[config.mk]
export PLATFORM = sky130hd
export DESIGN_NAME = calc1b_ctrl
export DESIGN_NICKNAME = d
export VERILOG_FILES = /design/src/rtl/calc1b_pkg.sv /design/src/rtl/calc1b_key_decode.sv /design/src/rtl/calc1b_phase_fsm.sv /design/src/rtl/calc1b_operand_regs.sv /design/src/rtl/calc1b_sum_reg.sv /design/src/rtl/calc1b_ctrl.sv
export SDC_FILE = /design/constraint.sdc
export NUM_CORES = 1
export LEC_CHECK = 0
export ABC_CLOCK_PERIOD_IN_PS = 1330
export CAP_MARGIN = 20
export CORE_AREA = 2 2 39 41
export CTS_CLUSTER_DIAMETER = 100
export DETAILED_ROUTE_END_ITERATION = 16
export DIE_AREA = 0 0 41 43
export GPL_ROUTABILITY_DRIVEN = 1
export GPL_TIMING_DRIVEN = 0
export SLEW_MARGIN = 20
export SYNTH_ARGS = -nofsm -noshare
export SYNTH_HDL_FRONTEND = slang
export SYNTH_SLANG_ARGS = --single-unit
export TNS_END_PERCENT = 30
[constraint.sdc]
create_clock -name clk -period 1.33 [get_ports clk]
set_input_delay 0.399 -clock clk [delete_from_list [all_inputs] [get_ports clk]]
set_output_delay 0.399 -clock clk [all_outputs]
set_load 0.05 [all_outputs]
[src/rtl/calc1b_pkg.sv]
package calc1b_pkg;

    typedef enum logic [1:0] {
        PH_FIRST = 2'b00,
        PH_OPER  = 2'b01,
        PH_DONE  = 2'b10
    } phase_t;

    typedef enum logic [2:0] {
        EV_NONE = 3'd0,
        EV_DIG0 = 3'd1,
        EV_DIG1 = 3'd2,
        EV_ADD  = 3'd3,
        EV_EQ   = 3'd4
    } key_ev_t;

    localparam int NUM_KEYS = 4;

endpackage

[src/rtl/calc1b_key_decode.sv]
module calc1b_key_decode
    import calc1b_pkg::*;
(
    input  logic                key_zero,
    input  logic                key_one,
    input  logic                key_add,
    input  logic                key_eq,
    output key_ev_t             ev
);

    logic [NUM_KEYS-1:0] keys;
    logic                lone;

    assign keys = {key_eq, key_add, key_one, key_zero};

    // A key counts only when it is the sole key high in the cycle.
    always_comb begin
        lone = 1'b0;
        for (int i = 0; i < NUM_KEYS; i++) begin
            if (keys == (NUM_KEYS'(1) << i)) begin
                lone = 1'b1;
            end
        end
    end

    always_comb begin
        ev = EV_NONE;
        if (lone) begin
            unique case (1'b1)
                key_zero: ev = EV_DIG0;
                key_one:  ev = EV_DIG1;
                key_add:  ev = EV_ADD;
                key_eq:   ev = EV_EQ;
                default:  ev = EV_NONE;
            endcase
        end
    end

endmodule

[src/rtl/calc1b_phase_fsm.sv]
module calc1b_phase_fsm
    import calc1b_pkg::*;
(
    input  logic    clk,
    input  logic    rst,
    input  key_ev_t ev,
    output phase_t  ph,
    output logic    load_a,
    output logic    load_b,
    output logic    clr_b,
    output logic    take_sum
);

    phase_t ph_q;
    phase_t ph_d;
    logic   is_digit;

    assign is_digit = (ev == EV_DIG0) || (ev == EV_DIG1);

    // State register.
    always_ff @(posedge clk) begin
        if (rst) begin
            ph_q <= PH_FIRST;
        end else begin
            ph_q <= ph_d;
        end
    end

    // Next state and action strobes.
    always_comb begin
        ph_d     = ph_q;
        load_a   = 1'b0;
        load_b   = 1'b0;
        clr_b    = 1'b0;
        take_sum = 1'b0;
        unique case (ph_q)
            PH_FIRST: begin
                if (is_digit) begin            // T_FIRST_DIGIT
                    load_a = 1'b1;
                end else if (ev == EV_ADD) begin // T_FIRST_ADD
                    ph_d = PH_OPER;
                end
            end
            PH_OPER: begin
                if (is_digit) begin            // T_OPER_DIGIT
                    load_b = 1'b1;
                end else if (ev == EV_EQ) begin  // T_OPER_EQ
                    take_sum = 1'b1;
                    ph_d     = PH_DONE;
                end
            end
            PH_DONE: begin
                if (is_digit) begin            // T_DONE_DIGIT
                    load_a = 1'b1;
                    clr_b  = 1'b1;
                    ph_d   = PH_FIRST;
                end
            end
            default: ph_d = PH_FIRST;
        endcase
    end

    assign ph = ph_q;

endmodule

[src/rtl/calc1b_operand_regs.sv]
module calc1b_operand_regs
    import calc1b_pkg::*;
#(
    parameter int DIGIT_W = 1
) (
    input  logic               clk,
    input  logic               rst,
    input  key_ev_t            ev,
    input  logic               load_a,
    input  logic               load_b,
    input  logic               clr_b,
    output logic [DIGIT_W-1:0] a_q,
    output logic [DIGIT_W-1:0] b_q
);

    logic [DIGIT_W-1:0] digit_val;

    assign digit_val = (ev == EV_DIG1) ? DIGIT_W'(1) : '0;

    always_ff @(posedge clk) begin
        if (rst) begin
            a_q <= '0;
            b_q <= '0;
        end else begin
            if (load_a) begin
                a_q <= digit_val;
            end
            if (clr_b) begin
                b_q <= '0;
            end else if (load_b) begin
                b_q <= digit_val;
            end
        end
    end

endmodule

[src/rtl/calc1b_sum_reg.sv]
module calc1b_sum_reg #(
    parameter int DIGIT_W = 1,
    localparam int SUM_W = DIGIT_W + 1
) (
    input  logic               clk,
    input  logic               rst,
    input  logic               take_sum,
    input  logic [DIGIT_W-1:0] a_in,
    input  logic [DIGIT_W-1:0] b_in,
    output logic [SUM_W-1:0]   sum_q
);

    always_ff @(posedge clk) begin
        if (rst) begin
            sum_q <= '0;
        end else if (take_sum) begin
            sum_q <= SUM_W'(a_in) + SUM_W'(b_in);
        end
    end

endmodule

[src/rtl/calc1b_ctrl.sv]
module calc1b_ctrl
    import calc1b_pkg::*;
#(
    parameter int DIGIT_W = 1,
    localparam int SUM_W = DIGIT_W + 1
) (
    input  logic               clk,
    input  logic               rst,
    input  logic               key_zero,
    input  logic               key_one,
    input  logic               key_add,
    input  logic               key_eq,
    output logic [DIGIT_W-1:0] opnd_a,
    output logic [DIGIT_W-1:0] opnd_b,
    output logic [1:0]         phase,
    output logic [SUM_W-1:0]   sum_out
);

    key_ev_t ev;
    phase_t  ph;
    logic    load_a;
    logic    load_b;
    logic    clr_b;
    logic    take_sum;

    calc1b_key_decode u_dec (
        .key_zero (key_zero),
        .key_one  (key_one),
        .key_add  (key_add),
        .key_eq   (key_eq),
        .ev       (ev)
    );

    calc1b_phase_fsm u_fsm (
        .clk      (clk),
        .rst      (rst),
        .ev       (ev),
        .ph       (ph),
        .load_a   (load_a),
        .load_b   (load_b),
        .clr_b    (clr_b),
        .take_sum (take_sum)
    );

    calc1b_operand_regs #(.DIGIT_W(DIGIT_W)) u_ops (
        .clk    (clk),
        .rst    (rst),
        .ev     (ev),
        .load_a (load_a),
        .load_b (load_b),
        .clr_b  (clr_b),
        .a_q    (opnd_a),
        .b_q    (opnd_b)
    );

    calc1b_sum_reg #(.DIGIT_W(DIGIT_W)) u_sum (
        .clk      (clk),
        .rst      (rst),
        .take_sum (take_sum),
        .a_in     (opnd_a),
        .b_in     (opnd_b),
        .sum_q    (sum_out)
    );

    assign phase = ph;

endmodule

==> flow_summary.toml <==
[run]
cap_violations = 0

[routing]
wl_per_cell_um = 11.5
via_per_inst = 4.87
ant_nets = 0
drcViolationCount = 0
firstDrtPassIters = 2
wirelength_um = 723
via_count = 307
drt_iter0_markers = 2

[clocking]
clock_latency_ns = 0.25
cts.clk_slew.worst_paths_ns = 0.05
cts_tree = "done"
cts_root_buf = "clkbuf_4"
cts_made_buffers = 3
clk_path_buf_depth = 2
cts.sinks = 6
cts_max_level = 1

[hold_path]
holdPathStages = 4
hp-start = "key_zero"
min_to = "u_ops.a_q$_SDFFE_PP0P_"
holdCritPathClass = "in2reg"

[final_layout]
instances_no_fill = 63
layout-drive-gt1-share_pct = 46.8
layout.nets = 56
area_growth_pct = 39.2
diodes = 0
fillCellCount = 160
layout_common_cells = "clkbuf_4, buf_4, buf_2, dfxtp_1, or2b_2"

[placement]
routabilityCongestion = 0.658
place_ws_ns = -0.615
placedCellCount = 60
numPortBuffers = 11

[logic_synthesis]
synthesis.nets = 40
syn_inst = 33
syn_area_sq_um = 332
yosysWarnings = 0
yosys.cell_types.count = 21
yosysSeqAreaShare_pct = 36.2
ys_seq_elements = 6
synth_area_per_cell_sq_um = 10.0

[worst_setup_path]
worstPathArrival_ns = 0.88
critPathMaxFanout = 8
cp_data_required_time_ns = 0.93
crit_path_start = "u_fsm.ph[0]$_SDFFE_PP0P_"
path_cells = "clkbuf_4"
regToRegSetupSlack_ns = 0.19
endpoint_kind = "primary output"
cpMaxStageDelayCell = "dfxtp_2"
crit_path_start_kind = "register"
reg2reg_depth = 3
cp_top_family = "flip-flops"
cp.buffers_inverters = 1
r2r_start = "u_fsm.ph[0]$_SDFFE_PP0P_"
critPathKind = "reg2out"
r2r_end = "u_sum.sum_q[1]$_SDFFE_PP0P_"
max_stage_delay_ns = 0.39

[sta]
setup_viol = 0
period_needed_ns = 1.28
grt_setup_unrepaired = "false"
hold_ws_ns = 0.467
setup_tns_ns = 0
fmax_ghz = 0.779
final-hold-violation-count = 0
maxSlewHeadroom_pct = 79.6
worst_slack_ns = 0.0470
drv_slew = 0
post-route-period-util_pct = 96.5
worst_slew_pin_slew_ns = 0.304
skew_ns = 0.00318

[die]
die-width_um = 41
io_pins = 12
dieArea_sq_mm = 0.00176
initial_utilization_pct = 24.0
coreArea_sq_mm = 0.00138
die_h_um = 43
num_rows = 14

[global_routing]
grt_max_degree = 9
grt-ovfl-total = 0
grt_pass1_wl_um = 1230
antenna_found_initial = 0
grt_usage_pct = 10.5
grt_pass1_vias = 292

[power]
power_leakage_nw = 0.170
ir_drop_v = 0.000364
power_density_mw_per_mm2 = 909

[run_status]
outcome = "finished, final reports clean"
[synth_stat cells (all sizes together)]
cell type	instances	area share [%]
nor4	2	8.3
o311a	1	3.4
nor3	1	1.5
ha	1	3.8
inv	1	1.1
nand3b	1	2.3
or3b	1	2.6
a21oi	2	3.0
nand2	2	2.3
o21ba	1	3.0
nor2	2	2.3
nor4b	1	2.6
o41ai	2	5.3
xnor2	1	2.6
mux2i	2	6.0
and2	1	1.9
nand2b	1	1.9
a31oi	1	1.9
or2b	3	7.9
dfxtp	6	36
[timing repair]
action,in CTS,in global routing
setup buffers,0,0
gates resized for setup,50,1
endpoints found under the setup margin,12,4
hold buffers,0,0
pin swaps,2,1
[final cells by class]
class,instances,area [sq um],share of cell area [%]
Tap cell,16,20.0,4.34
Timing Repair Buffer,11,76.3,16.5
Clock buffer,3,22.5,4.88
Inverter,1,3.75,0.813
Sequential cell,6,123,26.6
Multi-Input combinational cell,26,216,46.9
[worst max path at each step]
stage	endpoint	cells after the start	slack (ns)
2_1_floorplan	u_sum.sum_q[0]$_SDFFE_PP0P_	3	0.03
3_3_place_gp	u_sum.sum_q[1]$_SDFFE_PP0P_	4	-0.62
3_5_place_dp	u_sum.sum_q[1]$_SDFFE_PP0P_	4	-0.62
4_1_cts	u_sum.sum_q[1]$_SDFFE_PP0P_	4	-0.02
5_1_grt	phase[0]	1	0.0009
6_report	phase[0]	1	0.05
[per-layer routing]
metal  vias to the layer above  wire length (um)  track usage (%)
met2                        13               277             13.4
met3                         2                74             3.14
met5                         -                 0                0
met4                         0                 8             8.00
li1                        152                 -                -
met1                       140               362             14.1
[sequential cells by signal, indices dropped and copies added, names as in the netlist]
| signal | count |
|---|---|
| u_ops.b_q | 1 |
| u_ops.a_q | 1 |
| u_fsm.ph | 2 |
| u_sum.sum_q | 2 |
[stage by stage]
| step | cell area (sq um) | power (W) | util [%] |
|---|---|---|---|
| floorplan | 333 | 0.000218 | - |
| global placement | 463 | 0.000252 | 33.5 |
| detailed placement | 463 | 0.000252 | 33.5 |
| CTS | 459 | 0.000431 | 33.2 |
| global route | 462 | 0.000449 | 33.4 |
| finish | 462 | 0.000420 | 33.4 |
[cells by family after synthesis]
| kind of cell | count (synthesis) | share of synthesized area [%] |
|---|---|---|
| DFF | 6 | 36.2 |
| buffers and inverters | 1 | 1.13 |
| xor gates and xnor gates | 1 | 2.64 |
| AOI/OAI and AO/OA | 7 | 16.6 |
| muxes | 2 | 6.04 |
| and+or+nand+nor | 15 | 33.6 |
| adders and majority gates | 1 | 3.77 |
[where the power goes]
part           internal (W)  switching, W
registers          0.000183    0.00000371
logic             0.0000240     0.0000336
clock network      0.000103     0.0000725
total              0.000310      0.000110
(Power assumes the default switching activity.)
